--- src/rtl/lbuart_pkg.sv ---
// Package: shared offsets, field positions and helpers for the loopback
// register file. Assumes a byte-wide bus and a 3-bit offset.
package lbuart_pkg;

    localparam int BYTE_W = 8;
    localparam int OFS_W  = 3;

    typedef enum logic [OFS_W-1:0] {
        OFS_DATA = 3'd0,
        OFS_IEN  = 3'd1,
        OFS_IDN  = 3'd2,
        OFS_LCTL = 3'd3,
        OFS_MCTL = 3'd4,
        OFS_LSTS = 3'd5,
        OFS_MSTS = 3'd6,
        OFS_SCRT = 3'd7
    } reg_ofs_e;

    // interrupt-enable bit positions
    localparam int IEN_RXDATA = 0;
    localparam int IEN_TXEMPT = 1;
    localparam int IEN_LINE   = 2;
    localparam int IEN_MODEM  = 3;

    // control bit positions
    localparam int LCTL_DACC  = 7;
    localparam int MCTL_DTR   = 0;
    localparam int MCTL_RTS   = 1;
    localparam int MCTL_AFLOW = 5;

    // identification cause codes
    localparam logic [BYTE_W-1:0] IDN_LINE  = 8'h06;
    localparam logic [BYTE_W-1:0] IDN_RX    = 8'h04;
    localparam logic [BYTE_W-1:0] IDN_TX    = 8'h02;
    localparam logic [BYTE_W-1:0] IDN_MODEM = 8'h00;
    localparam logic [BYTE_W-1:0] IDN_NONE  = 8'h01;
    localparam logic [BYTE_W-1:0] IDN_TOP   = 8'hC0;

    // line status bits
    localparam logic [BYTE_W-1:0] LSTS_READY = 8'h01;
    localparam logic [BYTE_W-1:0] LSTS_OVR   = 8'h02;
    localparam logic [BYTE_W-1:0] LSTS_EMPTY = 8'h60;

    // modem status bits
    localparam logic [BYTE_W-1:0] MSTS_FIXED = 8'hA2;
    localparam logic [BYTE_W-1:0] MSTS_CLEAR = 8'h11;

    // Trigger level for a 2-bit selection and a FIFO depth
    function automatic int unsigned trig_level(input logic [1:0] sel,
                                               input int unsigned depth);
        case (sel)
            2'd0:    return 1;
            2'd1:    return depth / 4;
            2'd2:    return depth / 2;
            default: return depth - 2;
        endcase
    endfunction

endpackage

--- src/rtl/lbuart_fifo.sv ---
// Module: circular byte FIFO with head/tail pointers and an occupancy count.
// Assumes DEPTH is a power of two so the pointers wrap naturally. A push
// while full is refused and reported on 'dropped'; a pop while empty is
// ignored. The oldest entry is always visible on 'tail_data'.
module lbuart_fifo #(
    parameter int DEPTH = 16,
    parameter int WIDTH = 8,
    localparam int PTR_W = $clog2(DEPTH),
    localparam int CNT_W = PTR_W + 1
) (
    input  logic             clk,
    input  logic             rst_n,
    input  logic             push_req,
    input  logic [WIDTH-1:0] push_data,
    input  logic             pop_req,
    output logic [WIDTH-1:0] tail_data,
    output logic [CNT_W-1:0] count,
    output logic             full,
    output logic             empty,
    output logic             push_ok,
    output logic             pop_ok,
    output logic             dropped
);

    logic [WIDTH-1:0] mem [DEPTH];
    logic [PTR_W-1:0] head, tail;

    // status from occupancy
    always_comb begin
        full    = (count == CNT_W'(DEPTH));
        empty   = (count == '0);
        push_ok = push_req && !full;
        pop_ok  = pop_req && !empty;
        dropped = push_req && full;
    end

    assign tail_data = mem[tail];

    // storage write at head
    always_ff @(posedge clk) begin
        if (push_ok) begin
            mem[head] <= push_data;
        end
    end

    // pointer and count update
    always_ff @(posedge clk) begin
        if (!rst_n) begin
            head  <= '0;
            tail  <= '0;
            count <= '0;
        end else begin
            if (push_ok) head <= head + PTR_W'(1);
            if (pop_ok)  tail <= tail + PTR_W'(1);
            count <= count + CNT_W'(push_ok) - CNT_W'(pop_ok);
        end
    end

endmodule

--- src/rtl/lbuart_regs.sv ---
// Module: control register bank: line control (holding the divisor access
// bit), modem control, scratch, interrupt enable, divisor, trigger selection
// and overrun flag. Assumes single-cycle write strobes; an overflow set wins
// over a same-cycle clear.
module lbuart_regs
    import lbuart_pkg::*;
(
    input  logic              clk,
    input  logic              rst_n,
    input  logic              wr_en,
    input  logic [OFS_W-1:0]  addr,
    input  logic [BYTE_W-1:0] wr_data,
    input  logic              ovr_set,
    input  logic              ovr_clr,
    output logic [BYTE_W-1:0] lctl,
    output logic [BYTE_W-1:0] mctl,
    output logic [BYTE_W-1:0] scrt,
    output logic [BYTE_W-1:0] ien,
    output logic [BYTE_W-1:0] div_lo,
    output logic [BYTE_W-1:0] div_hi,
    output logic [1:0]        trig_sel,
    output logic              overrun,
    output logic              dacc
);

    assign dacc = lctl[LCTL_DACC];

    // register writes decoded by offset
    always_ff @(posedge clk) begin
        if (!rst_n) begin
            lctl     <= '0;
            mctl     <= '0;
            scrt     <= '0;
            ien      <= '0;
            div_lo   <= '0;
            div_hi   <= '0;
            trig_sel <= '0;
        end else if (wr_en) begin
            case (reg_ofs_e'(addr))
                OFS_DATA: if (dacc) div_lo <= wr_data;
                OFS_IEN:  if (dacc) div_hi <= wr_data; else ien <= wr_data;
                OFS_IDN:  trig_sel <= wr_data[7:6];
                OFS_LCTL: lctl <= wr_data;
                OFS_MCTL: mctl <= wr_data;
                OFS_SCRT: scrt <= wr_data;
                default:  ;
            endcase
        end
    end

    // overrun flag: set by dropped byte, cleared after a status read
    always_ff @(posedge clk) begin
        if (!rst_n) begin
            overrun <= 1'b0;
        end else if (ovr_set) begin
            overrun <= 1'b1;
        end else if (ovr_clr) begin
            overrun <= 1'b0;
        end
    end

endmodule

--- src/rtl/lbuart_rdmux.sv ---
// Module: combinational read path. Builds every readable byte from the
// register bank and FIFO state and selects one by offset. Returns zero
// without a read strobe. Assumes the FIFO tail entry is valid only when
// not empty.
module lbuart_rdmux
    import lbuart_pkg::*;
#(
    parameter int DEPTH = 16,
    localparam int CNT_W = $clog2(DEPTH) + 1
) (
    input  logic              rd_en,
    input  logic [OFS_W-1:0]  addr,
    input  logic [BYTE_W-1:0] lctl,
    input  logic [BYTE_W-1:0] mctl,
    input  logic [BYTE_W-1:0] scrt,
    input  logic [BYTE_W-1:0] ien,
    input  logic [BYTE_W-1:0] div_lo,
    input  logic [BYTE_W-1:0] div_hi,
    input  logic [1:0]        trig_sel,
    input  logic              overrun,
    input  logic              dacc,
    input  logic [BYTE_W-1:0] tail_data,
    input  logic [CNT_W-1:0]  count,
    input  logic              full,
    input  logic              empty,
    output logic [BYTE_W-1:0] rd_data
);

    logic [CNT_W-1:0]  trig;
    logic [BYTE_W-1:0] idn_or, idn_byte, lsts_byte, msts_byte, data_byte;

    // trigger threshold from the selection
    always_comb begin
        trig = CNT_W'(trig_level(trig_sel, DEPTH));
    end

    // identification byte: OR of enabled causes
    always_comb begin
        idn_or = '0;
        if (ien[IEN_LINE] && overrun)     idn_or |= IDN_LINE;
        if (ien[IEN_RXDATA] && count >= trig) idn_or |= IDN_RX;
        if (ien[IEN_TXEMPT] && empty)     idn_or |= IDN_TX;
        if (ien[IEN_MODEM] && (mctl[MCTL_RTS] || mctl[MCTL_DTR]))
            idn_or |= IDN_MODEM;
        idn_byte = ((idn_or == '0) ? IDN_NONE : idn_or) | IDN_TOP;
    end

    // line and modem status bytes
    always_comb begin
        lsts_byte = '0;
        if (!empty) lsts_byte |= LSTS_READY;
        if (overrun) lsts_byte |= LSTS_OVR;
        if (empty)  lsts_byte |= LSTS_EMPTY;
        msts_byte = MSTS_FIXED;
        if (!(mctl[MCTL_AFLOW] && full)) msts_byte |= MSTS_CLEAR;
    end

    // data offset: divisor low, FIFO head or zero
    always_comb begin
        if (dacc)       data_byte = div_lo;
        else if (empty) data_byte = '0;
        else            data_byte = tail_data;
    end

    // offset select
    always_comb begin
        rd_data = '0;
        if (rd_en) begin
            case (reg_ofs_e'(addr))
                OFS_DATA: rd_data = data_byte;
                OFS_IEN:  rd_data = dacc ? div_hi : {4'h0, ien[3:0]};
                OFS_IDN:  rd_data = idn_byte;
                OFS_LCTL: rd_data = lctl;
                OFS_MCTL: rd_data = mctl;
                OFS_LSTS: rd_data = lsts_byte;
                OFS_MSTS: rd_data = msts_byte;
                default:  rd_data = scrt;
            endcase
        end
    end

endmodule

--- src/rtl/lbuart_top.sv ---
// Module: loopback UART register file top. Decodes strobes into FIFO push
// and pop, overrun set/clear and the empty-after-read interrupt pulse.
// Assumes the host issues single-cycle strobes; read data is combinational.
module lbuart_top
    import lbuart_pkg::*;
#(
    parameter int DEPTH = 16
) (
    input  logic              clk,
    input  logic              rst_n,
    input  logic [2:0]        addr,
    input  logic              rd_en,
    input  logic              wr_en,
    input  logic [7:0]        wr_data,
    output logic [7:0]        rd_data,
    output logic              irq
);

    localparam int CNT_W = $clog2(DEPTH) + 1;

    logic [BYTE_W-1:0] lctl, mctl, scrt, ien, div_lo, div_hi, tail_data;
    logic [1:0]        trig_sel;
    logic              overrun, dacc;
    logic [CNT_W-1:0]  fifo_count, count_after;
    logic              full, empty, push_ok, pop_ok, dropped;
    logic              push_req, pop_req, lsts_rd, irq_next;

    // strobe decode
    always_comb begin
        push_req = wr_en && (reg_ofs_e'(addr) == OFS_DATA) && !dacc;
        pop_req  = rd_en && (reg_ofs_e'(addr) == OFS_DATA) && !dacc;
        lsts_rd  = rd_en && (reg_ofs_e'(addr) == OFS_LSTS);
    end

    lbuart_fifo #(.DEPTH(DEPTH), .WIDTH(BYTE_W)) u_fifo (
        .clk(clk), .rst_n(rst_n),
        .push_req(push_req), .push_data(wr_data), .pop_req(pop_req),
        .tail_data(tail_data), .count(fifo_count), .full(full),
        .empty(empty), .push_ok(push_ok), .pop_ok(pop_ok),
        .dropped(dropped)
    );

    lbuart_regs u_regs (
        .clk(clk), .rst_n(rst_n), .wr_en(wr_en), .addr(addr),
        .wr_data(wr_data), .ovr_set(dropped), .ovr_clr(lsts_rd),
        .lctl(lctl), .mctl(mctl), .scrt(scrt), .ien(ien),
        .div_lo(div_lo), .div_hi(div_hi), .trig_sel(trig_sel),
        .overrun(overrun), .dacc(dacc)
    );

    lbuart_rdmux #(.DEPTH(DEPTH)) u_rdmux (
        .rd_en(rd_en), .addr(addr), .lctl(lctl), .mctl(mctl),
        .scrt(scrt), .ien(ien), .div_lo(div_lo), .div_hi(div_hi),
        .trig_sel(trig_sel), .overrun(overrun), .dacc(dacc),
        .tail_data(tail_data), .count(fifo_count), .full(full),
        .empty(empty), .rd_data(rd_data)
    );

    // interrupt condition: data read leaves the FIFO empty
    always_comb begin
        count_after = fifo_count + CNT_W'(push_ok) - CNT_W'(pop_ok);
        irq_next    = pop_req && ien[IEN_TXEMPT] && (count_after == '0);
    end

    // registered one-cycle interrupt pulse
    always_ff @(posedge clk) begin
        if (!rst_n) irq <= 1'b0;
        else        irq <= irq_next;
    end

endmodule

--- config.mk ---
export PLATFORM = sky130hd
export DESIGN_NAME = lbuart_top
export DESIGN_NICKNAME = d
export VERILOG_FILES = /design/src/rtl/lbuart_pkg.sv /design/src/rtl/lbuart_fifo.sv /design/src/rtl/lbuart_regs.sv /design/src/rtl/lbuart_rdmux.sv /design/src/rtl/lbuart_top.sv
export SDC_FILE = /design/constraint.sdc
export NUM_CORES = 1
export LEC_CHECK = 0
export ABC_AREA = 1
export BUFFER_PORTS_ARGS = -buffer_cell sky130_fd_sc_hd__buf_2
export CORE_MARGIN = 2
export CORE_UTILIZATION = 50
export CTS_CLUSTER_DIAMETER = 100
export DETAILED_ROUTE_END_ITERATION = 6
export HOLD_SLACK_MARGIN = 0.05
export MAX_ROUTING_LAYER = met4
export PLACE_DENSITY = 0.66
export SLEW_MARGIN = 30
export SYNTH_ARGS = -nofsm -noshare
export SYNTH_HDL_FRONTEND = slang
export SYNTH_SLANG_ARGS = --single-unit
--- constraint.sdc ---
create_clock -name clk -period 3.08 [get_ports clk]
set_input_delay 0.77 -clock clk [delete_from_list [all_inputs] [get_ports clk]]
set_output_delay 0.77 -clock clk [all_outputs]
set_load 0.01 [all_outputs]
==> results.toml, run 1 <==
[clock_network]
postCtsResizedCells = 0
root_buffer = "sky130_fd_sc_hd__clkbuf_16"
clock_latency_ps = 430
tritoncts.num_buffers = 17
ctsHtreeMaxLevel = 4
path_clk_slew_ps = 70
holdBufCountCts = 0
cts_setup_buffers = 0
tritoncts = "done"
clock_sinks = 193
cts_max_path_buffers = 2

[setup_path]
critPathRequiredTime_ps = 2310
worst-path-max-fanout = 32
cp.arrival_ps = 2180
critical_path.endpoint_type = "primary output"
criticalPathCategory = "reg -> out"
worstSetupStartpointType = "flop"

[timing]
setup_total_negative_slack_ps = 0
worstMarginPinSlew_ps = 571.1
min_period_over_period_pct = 95.78
post-route-worst-setup-slack_ps = 130.0
final.min_clock_period_ps = 2950
worst_slew_margin_rel_pct = 61.93
grt_setup_unrepaired = "yes"
worst_setup_skew_after_layout_ps = 7.654
setup_viol_count_final = 0
finalHoldViolations = 0
timing_max_transition_violations_final = 0
fmaxAchievable_ghz = 0.3390

[layout]
n_antenna_cell = 0
finalNetCount = 1033
seq_area_um2 = 5149
drive_gt1_share_pct = 12.62
multiInputGateArea_um2 = 2943
final_cell_area_um2 = 9902
layout.filler_cells = 1536
layout-area-overhead-vs-synth_pct = 12.27

[power]
clockPowerShare_pct = 38.7
power.density_nw_per_um2 = 569.0
p_comb_share_pct = 11.2
power.share.sequential_pct = 50.1
p_leak_nw = 4.031
intPower_mw = 4.261
power.switching_fraction_pct = 24.38
power.net_switching_mw = 1.374
power.ir.vdd_worst_mv = 0.4267
p_total_mw = 5.635

[synth]
synth-edff-count = 128
synthesis.instances = 966
post_synth_instance_area_um2 = 8820
ys.warnings.count = 0
postSynth.asyncResetShare_pct = 0
synth_flop_cell = "sky130_fd_sc_hd__edfxtp_1"
ys_types = 49
synth-seq-cells = 193
syn-mean-instance-area_um2 = 9.130
synthDominantAreaCellType = "sky130_fd_sc_hd__edfxtp_1"
number_of_nets_in_the_synthesized_netlist = 997
synthMostInstantiatedCell = "sky130_fd_sc_hd__nand2_1"
synth_seq_area_share_pct = 58.33
synth_commonest_cells = "243 x sky130_fd_sc_hd__nand2_1, 128 x sky130_fd_sc_hd__edfxtp_1, 126 x sky130_fd_sc_hd__inv_1"
synth.top_cells.by_area = "sky130_fd_sc_hd__edfxtp_1 44%, sky130_fd_sc_hd__dfxtp_1 15%, sky130_fd_sc_hd__nand2_1 10%, sky130_fd_sc_hd__nand3_1 6.0%, sky130_fd_sc_hd__inv_1 5.4%"
yosys.area.top_type_share_pct = 43.58

[route]
first_pass_iters = 5
vias = 6446
vias_per_std_cell = 5.203
final_wl_um = 20810
drt.antenna.violating_nets = 0
dr.first_iter.drc_count = 599
drt_drc_violations_left = 0
routed_wire_length_per_instance_um = 16.79

[die]
floorplan.die.height_um = 136.8
area_inside_the_core_boundary_um2 = 17300
die_w_um = 136.8
initial_util_pct = 50.99
die-area_um2 = 18720
ios = 24
std_cell_rows = 48

[job]
drv_cap = 0

[global_routing]
grt_pass1_wl_um = 32690
antenna_found_initial = 0
overflow = 0
first_global_vias = 6183
grt_max_degree = 49
grt_use_total_pct = 24.10

[placed_design]
numPortBuffers = 23
final_weighted_congestion_in_routability_driven_placement = 0.9271
place_area_um2 = 9260
dp_worst_setup_slack_ps = 68.65
detailedPlacementHpwl_um = 13260

[hold_path]
timing.hold.worst.class = "reg -> reg"

[run_status]
outcome = "finished, final reports clean"
[critical path, cell delays in order, from the launching register on]
cell	delay [ps]
sky130_fd_sc_hd__dfxtp_4	380
sky130_fd_sc_hd__inv_2	100
sky130_fd_sc_hd__buf_12	190
sky130_fd_sc_hd__nand2_1	70
sky130_fd_sc_hd__nand3_1	90
sky130_fd_sc_hd__nand3_1	90
sky130_fd_sc_hd__nand2_1	80
sky130_fd_sc_hd__nand2_1	100
sky130_fd_sc_hd__nand2_1	100
sky130_fd_sc_hd__nand2_1	60
sky130_fd_sc_hd__nand2_1	90
sky130_fd_sc_hd__nand2_1	70
sky130_fd_sc_hd__a21oi_1	170
sky130_fd_sc_hd__buf_2	160
[final cells by class]
| class | instances | share of cell area (%) |
|---|---|---|
| clock buffers | 19 | 4.372 |
| inverters | 139 | 5.332 |
| clock inverters | 12 | 1.440 |
| flip-flops and latches | 193 | 52.00 |
| well taps | 225 | 2.843 |
| repair buffers | 55 | 4.296 |
| multi-input cells | 596 | 29.72 |
[per-layer routing]
metal / GRT usage (%) / vias up / wire, µm
met4: 9.164 / 0 / 466
met1: 31.88 / 3002 / 9345
met5: - / - / 0
li1: - / 3228 / -
met3: 3.667 / 31 / 1016
met2: 37.78 / 185 / 9978
[cell families after synthesis]
group	share of synthesized area [%]
xor+xnor	0.4965
compound gates	7.377
fa+ha+maj	2.355
buf+inv	8.398
flops	58.33
simple gates	23.04
[layout by cell type (no fill, tap or decap), types with 4 or more instances in the layout]
master,n
sky130_fd_sc_hd__buf_4,25
sky130_fd_sc_hd__o21ai_0,53
sky130_fd_sc_hd__nor2_1,72
sky130_fd_sc_hd__nand3_1,104
sky130_fd_sc_hd__buf_2,23
sky130_fd_sc_hd__inv_2,10
sky130_fd_sc_hd__clkinvlp_4,4
sky130_fd_sc_hd__xor2_1,4
sky130_fd_sc_hd__nand2_2,6
sky130_fd_sc_hd__nor2_4,5
sky130_fd_sc_hd__nand4_1,4
sky130_fd_sc_hd__ha_1,15
sky130_fd_sc_hd__edfxtp_1,128
sky130_fd_sc_hd__nand2_1,243
sky130_fd_sc_hd__o21ai_1,5
sky130_fd_sc_hd__clkbuf_16,18
sky130_fd_sc_hd__inv_1,126
sky130_fd_sc_hd__dfxtp_1,64
sky130_fd_sc_hd__a21oi_2,4
sky130_fd_sc_hd__a21oi_1,46
[through the flow]
stage | hold WS [ps] | instances | util [%]
global placement | 432.8 | 1207 | 53.54
finish | 445.8 | 1239 | 57.25
floorplan | 423.9 | 966 | -
CTS | 446.9 | 1238 | 56.86
detailed placement | 436.3 | 1207 | 53.54
global route | 459.5 | 1239 | 57.25
[final timing paths]
kind	slack [ps]	endpoint	startpoint	cells after the start
max	130	rd_data[3]	flop	13
min	450	u_regs.div_lo[2]	u_regs.div_lo[2]	2
max reg2reg	340	irq	u_fifo.count[3]	15
min reg2reg	450	u_regs.div_lo[2]	u_regs.div_lo[2]	2
[power by group through the flow]
stage	Clock (mW)	Combinational [mW]	Sequential, mW
floorplan	0	0.423	2.87
global placement	0	0.607	2.88
detailed placement	0	0.618	2.88
CTS	2.21	0.624	2.82
global route	2.31	0.710	2.82
finish	2.18	0.631	2.82
[registers in the layout, indices dropped and copies added, names as in the netlist, named ones only]
name             count
irq                  1
u_regs.lctl          8
u_fifo.mem         128
u_regs.scrt          8
u_regs.ien           4
u_fifo.count         5
u_regs.div_hi        8
u_regs.mctl          8
u_regs.div_lo        8
u_regs.trig_sel      2
u_fifo.tail          4
u_regs.overrun       1
u_fifo.head          4
No activity file was read; power rests on OpenSTA's default activity.
==> run 2: changes to the inputs <==
--- a/config.mk
+++ b/config.mk
@@ -14,6 +14,7 @@
 export HOLD_SLACK_MARGIN = 0.05
 export MAX_ROUTING_LAYER = met4
 export PLACE_DENSITY = 0.66
+export REMOVE_ABC_BUFFERS = 1
 export SLEW_MARGIN = 30
 export SYNTH_ARGS = -nofsm -noshare
 export SYNTH_HDL_FRONTEND = slang
==> results.toml, run 2 (synthesis gave the netlist of run 1 again) <==
[run_status]
outcome = "finished, final reports clean"

[hold_path]
timing.hold.worst.class = "reg -> reg"

[layout]
n_antenna_cell = 0
final_common_cell = "sky130_fd_sc_hd__nand2_1"
registers.top_by_ff_count = "u_fifo.mem"
seq_area_um2 = 5149
finalNetCount = 1037
final_cell_area_um2 = 9997
layout-area-overhead-vs-synth_pct = 13.35
drive_gt1_share_pct = 13.35
multiInputGateArea_um2 = 2953
layout.filler_cells = 1525
largest_register_ffs = 128
final_cell_mix = "243 x sky130_fd_sc_hd__nand2_1, 128 x sky130_fd_sc_hd__edfxtp_1, 126 x sky130_fd_sc_hd__inv_1"

[timing]
final.min_clock_period_ps = 2985
worst_slew_margin_rel_pct = 60.46
grt_setup_unrepaired = "no"
finalHoldViolations = 0
worst_setup_skew_after_layout_ps = 11.01
timing_max_transition_violations_final = 0
fmaxAchievable_ghz = 0.3350
setup_viol_count_final = 0
min_period_over_period_pct = 96.91
worstMarginPinSlew_ps = 593.1
post-route-worst-setup-slack_ps = 95.31

[setup_path]
timing.critical_path.buf_inv = 3
critical_path.endpoint_type = "primary output"
worst-path-max-fanout = 26
timing.critical_path.slowest_stage_cell = "sky130_fd_sc_hd__dfxtp_4"
worstSetupStartpointType = "flop"
criticalPathCategory = "reg -> out"
critPathRequiredTime_ps = 2310
cpLargestDelayFamily = "simple AND/OR/NAND/NOR gates"
worst_path_largest_cell_delay_ps = 380
worst_path_cell_trace = "buf_12 -> clkbuf_16 -> nand2_1 -> nand3_1 -> nand3_2 -> nand3_1 -> nand2_1 -> nand2_1 -> nand2_1 -> nand2_1 -> a21oi_2 -> buf_2"
worst_path_most_repeated_cell = "sky130_fd_sc_hd__nand2_1"
cp.arrival_ps = 2210

[power]
power.ir.vdd_worst_mv = 0.4000
p_leak_nw = 4.087
power.density_nw_per_um2 = 568.3
p_total_mw = 5.681

[clock_network]
clock_latency_ps = 430
path_clk_slew_ps = 70
tritoncts.num_buffers = 17
root_buffer = "sky130_fd_sc_hd__clkbuf_16"
cts_max_path_buffers = 2
tritoncts = "done"
holdBufCountCts = 0
clock_sinks = 193
ctsHtreeMaxLevel = 4

[global_routing]
first_global_vias = 6058
grt_use_total_pct = 24.66
grt_max_degree = 54
overflow = 0
antenna_found_initial = 0
grt_pass1_wl_um = 32920

[die]
std_cell_rows = 48
area_inside_the_core_boundary_um2 = 17300
die_w_um = 136.8
floorplan.die.height_um = 136.8
initial_util_pct = 50.99
die-area_um2 = 18720
ios = 24

[route]
vias = 6549
final_wl_um = 21700
vias_per_std_cell = 5.264
drt_drc_violations_left = 0
routed_wire_length_per_instance_um = 17.44
dr.first_iter.drc_count = 469
drt.antenna.violating_nets = 0
first_pass_iters = 5

[placed_design]
dp_worst_setup_slack_ps = 59.79
numPortBuffers = 23
place_area_um2 = 9285
detailedPlacementHpwl_um = 13820
final_weighted_congestion_in_routability_driven_placement = 0.9374

[job]
drv_cap = 0
## run 2: routing by layer
| metal | up-vias | global-route usage, % | routed length, µm | share of wire, % |
|---|---|---|---|---|
| met5 | - | - | 0 | 0 |
| met1 | 3047 | 32.63 | 9546 | 44 |
| met2 | 221 | 37.97 | 10120 | 47 |
| li1 | 3239 | - | - | - |
| met3 | 42 | 4.407 | 1357 | 6.3 |
| met4 | 0 | 9.794 | 680 | 3.1 |
## run 2: metrics by stage
step	setup TNS (ps)	instances	hold WS, ps	util [%]
2_1_floorplan	-3522	928	423.3	-
3_3_place_gp	0	1207	431.3	53.68
3_5_place_dp	0	1207	434.5	53.68
4_1_cts	0	1239	444.9	57.05
5_1_grt	0	1244	470.3	57.80
6_report	0	1244	445.3	57.80
## run 2: area by class of cell
class                   instances  share of cell area, %
multi-input cells             596                  29.54
inverters                     139                  5.282
clock inverters                14                  1.527
flip-flops and latches        193                  51.50
clock buffers                  18                  4.293
well taps                     225                  2.816
repair buffers                 59                  5.044
## run 2: repair_timing
| item | CTS | global route |
|---|---|---|
| setup buffers | 0 | 2 |
| resized for setup | 0 | 7 |
| endpoints found under the setup margin | 0 | 5 |
## run 2: worst paths after layout
path	start	end	slack, ps	cells after the start
min reg2reg	u_regs.div_lo[3]	u_regs.div_lo[3]	450	2
max	flop	rd_data[6]	100	12
max reg2reg	u_fifo.count[3]	u_fifo.count[4]	270	18
min	u_regs.div_lo[3]	u_regs.div_lo[3]	450	2
## run 2: where the power goes
group / switching [mW] / internal (mW)
Combinational: 0.441 / 0.221
Clock: 0.991 / 1.21
Sequential: 0.0287 / 2.79
Total: 1.46 / 4.22
## run 2: worst reg2reg max path, cell delays in order (launching register included)
cell and delay [ps]:
sky130_fd_sc_hd__dfxtp_1 330, sky130_fd_sc_hd__inv_1 80, sky130_fd_sc_hd__ha_1 180, sky130_fd_sc_hd__nand4_2 180, sky130_fd_sc_hd__nand2_1 130, sky130_fd_sc_hd__inv_2 90
sky130_fd_sc_hd__nand2_1 100, sky130_fd_sc_hd__clkinv_2 100, sky130_fd_sc_hd__ha_1 270, sky130_fd_sc_hd__inv_1 60, sky130_fd_sc_hd__ha_1 150, sky130_fd_sc_hd__inv_1 60
sky130_fd_sc_hd__fa_1 430, sky130_fd_sc_hd__inv_1 70, sky130_fd_sc_hd__a21oi_1 50, sky130_fd_sc_hd__o21bai_1 150, sky130_fd_sc_hd__xnor2_1 170, sky130_fd_sc_hd__inv_1 60
sky130_fd_sc_hd__nor2_1 70
==> run 3: changes to the inputs <==
--- a/config.mk
+++ b/config.mk
@@ -9,6 +9,7 @@
 export BUFFER_PORTS_ARGS = -buffer_cell sky130_fd_sc_hd__buf_2
 export CORE_MARGIN = 2
 export CORE_UTILIZATION = 50
+export CTS_BUF_LIST = sky130_fd_sc_hd__clkbuf_4 sky130_fd_sc_hd__clkbuf_8
 export CTS_CLUSTER_DIAMETER = 100
 export DETAILED_ROUTE_END_ITERATION = 6
 export HOLD_SLACK_MARGIN = 0.05
==> results.toml, run 3 (synthesis gave the netlist of run 1 again) <==
[layout]
largest_register_ffs = 128
n_antenna_cell = 0
final_cell_mix = "243 x sky130_fd_sc_hd__nand2_1, 128 x sky130_fd_sc_hd__edfxtp_1, 125 x sky130_fd_sc_hd__inv_1"
layout-area-overhead-vs-synth_pct = 12.19
finalNetCount = 1040
layout.filler_cells = 1548
seq_area_um2 = 5149
layout.cells.non_filler = 1247
drive_gt1_share_pct = 14.48
registers.top_by_ff_count = "u_fifo.mem"
final_common_cell = "sky130_fd_sc_hd__nand2_1"
multiInputGateArea_um2 = 2987

[timing]
fmaxAchievable_ghz = 0.3334
worst_slew_margin_rel_pct = 60.70
worst_setup_skew_after_layout_ps = 13.77
final.min_clock_period_ps = 2999
setup_total_negative_slack_ps = 0
grt_setup_unrepaired = "no"
fin_worst_hold_slack_ps = 448.0
setup_viol_count_final = 0
min_period_over_period_pct = 97.38
timing_max_transition_violations_final = 0
worstMarginPinSlew_ps = 589.5
post-route-worst-setup-slack_ps = 80.54
finalHoldViolations = 0

[die]
area_inside_the_core_boundary_um2 = 17300
die-area_um2 = 18720
die_w_um = 136.8
initial_util_pct = 50.99
floorplan.die.height_um = 136.8
std_cell_rows = 48
ios = 24

[setup_path]
critical_path.endpoint_type = "primary output"
timing.critical_path.slowest_stage_cell = "sky130_fd_sc_hd__dfxtp_4"
worst_path_most_repeated_cell = "sky130_fd_sc_hd__nand2_1"
criticalPathCategory = "reg -> out"
worst-path-max-fanout = 13
reg2reg_from = "u_fifo.count[3]"
worst_path_largest_cell_delay_ps = 380
worstSetupStartpointType = "flop"
cp.arrival_ps = 2230
critPathRequiredTime_ps = 2310
cpLargestDelayFamily = "simple AND/OR/NAND/NOR gates"
worst_path_cell_trace = "buf_6 -> clkbuf_16 -> nand2_1 -> nand3_1 -> nand3_1 -> nand3_1 -> nand2_1 -> nand2_1 -> nand2_1 -> nand2_1 -> a21oi_2 -> buf_2"
timing.critical_path.buf_inv = 3

[placed_design]
dp_worst_setup_slack_ps = 59.79
numPortBuffers = 23
detailedPlacementHpwl_um = 13820
final_weighted_congestion_in_routability_driven_placement = 0.9374
placed_cells = 1207

[run_status]
outcome = "finished, final reports clean"

[route]
dr.first_iter.drc_count = 531
vias_per_std_cell = 5.243
first_pass_iters = 5
routed_wire_length_per_instance_um = 17.44
drt_drc_violations_left = 0
final_wl_um = 21750
vias = 6538
drt.antenna.violating_nets = 0

[clock_network]
path_clk_slew_ps = 90
clock_latency_ps = 470
tritoncts.num_buffers = 17
tritoncts = "done"
ctsHtreeMaxLevel = 4
cts_max_path_buffers = 2
root_buffer = "sky130_fd_sc_hd__clkbuf_8"
clock_sinks = 193

[global_routing]
grt.busiest_layer = "met2"
grt_max_degree = 54
first_global_vias = 6008
overflow = 0
grt_util_met2_pct = 37.28
antenna_found_initial = 0
grt_pass1_wl_um = 32690
grt_use_total_pct = 24.51
gr-usage-met3_pct = 5.148
use_met1_pct = 32.16

[power]
power.density_nw_per_um2 = 520.1
power.ir.vdd_worst_mv = 0.3537
p_leak_nw = 4.051
p_total_mw = 5.146

[hold_path]
timing.hold.worst.class = "reg -> reg"
worst_hold_startpoint = "u_regs.div_lo[3]"

[job]
drv_cap = 0
run 3: cell count changes in the layout (fill, tap and decap cells not counted):
| cell | before | now |
|---|---|---|
| sky130_fd_sc_hd__clkbuf_8 | 0 | 17 |
| sky130_fd_sc_hd__clkbuf_16 | 20 | 4 |
| sky130_fd_sc_hd__nand3_1 | 102 | 96 |
| sky130_fd_sc_hd__nand3_2 | 5 | 11 |
| sky130_fd_sc_hd__buf_6 | 1 | 3 |
| sky130_fd_sc_hd__a21oi_1 | 46 | 45 |
| sky130_fd_sc_hd__a21oi_2 | 4 | 5 |
| sky130_fd_sc_hd__clkbuf_1 | 1 | 0 |
| sky130_fd_sc_hd__clkbuf_4 | 0 | 1 |
| sky130_fd_sc_hd__clkinvlp_4 | 3 | 4 |
| sky130_fd_sc_hd__inv_1 | 126 | 125 |
run 3: timing repair:
item                       in CTS  in global routing
hold buffers                    0                  0
pin swaps                       0                  3
setup endpoints to repair       1                  8
cloned                          0                  5
buffers inserted                0                  3
resized for setup               1                 15
run 3: through the flow:
step           utilization, %  instance area (µm²)
3_3_place_gp            53.68                 9285
5_1_grt                 57.20                 9894
3_5_place_dp            53.68                 9285
6_report                57.20                 9894
2_1_floorplan               -                 8605
4_1_cts                 55.98                 9683
run 3: power breakdown:
part / leakage, nW / internal, mW / switching (mW) / total (mW)
registers: 1.68 / 2.79 / 0.0278 / 2.82
clock network: 0.189 / 0.742 / 0.917 / 1.66
logic: 2.19 / 0.225 / 0.444 / 0.670
run 3: layer usage:
metal  up-vias  wire length (µm)
li1       3243                 -
met1      3068              9894
met2       185             10170
met3        42              1031
met4         0               649
met5         -                 0
run 3: cell type report:
class,count,share of cell area [%]
clock buffer,18,2.441
multi-input combinational,596,30.18
tap,225,2.845
sequential,193,52.04
inverter,139,5.374
clock inverter,14,1.543
timing repair buffer,62,5.577
run 3: worst reg2reg max path, cell delays in order, from the launching register on:
cell and delay [ps]:
sky130_fd_sc_hd__dfxtp_1 340, sky130_fd_sc_hd__inv_1 90, sky130_fd_sc_hd__ha_1 180, sky130_fd_sc_hd__nand4_2 160
sky130_fd_sc_hd__nand2_1 130, sky130_fd_sc_hd__inv_2 90, sky130_fd_sc_hd__nand2_1 100, sky130_fd_sc_hd__clkinv_2 100
sky130_fd_sc_hd__ha_1 280, sky130_fd_sc_hd__inv_1 60, sky130_fd_sc_hd__ha_1 150, sky130_fd_sc_hd__inv_1 60
sky130_fd_sc_hd__fa_1 420, sky130_fd_sc_hd__inv_1 70, sky130_fd_sc_hd__a21oi_1 50, sky130_fd_sc_hd__o21bai_1 150
sky130_fd_sc_hd__xnor2_1 160, sky130_fd_sc_hd__inv_1 60, sky130_fd_sc_hd__nor2_1 80
run 3: path summary, 6_finish.rpt:
check | end | slack, ps | cells past startpoint
worst max-delay path | rd_data[1] | 80 | 12
worst min-delay path | u_regs.div_lo[3] | 450 | 2
worst max register to register | u_fifo.count[4] | 300 | 18
worst min register to register | u_regs.div_lo[3] | 450 | 2
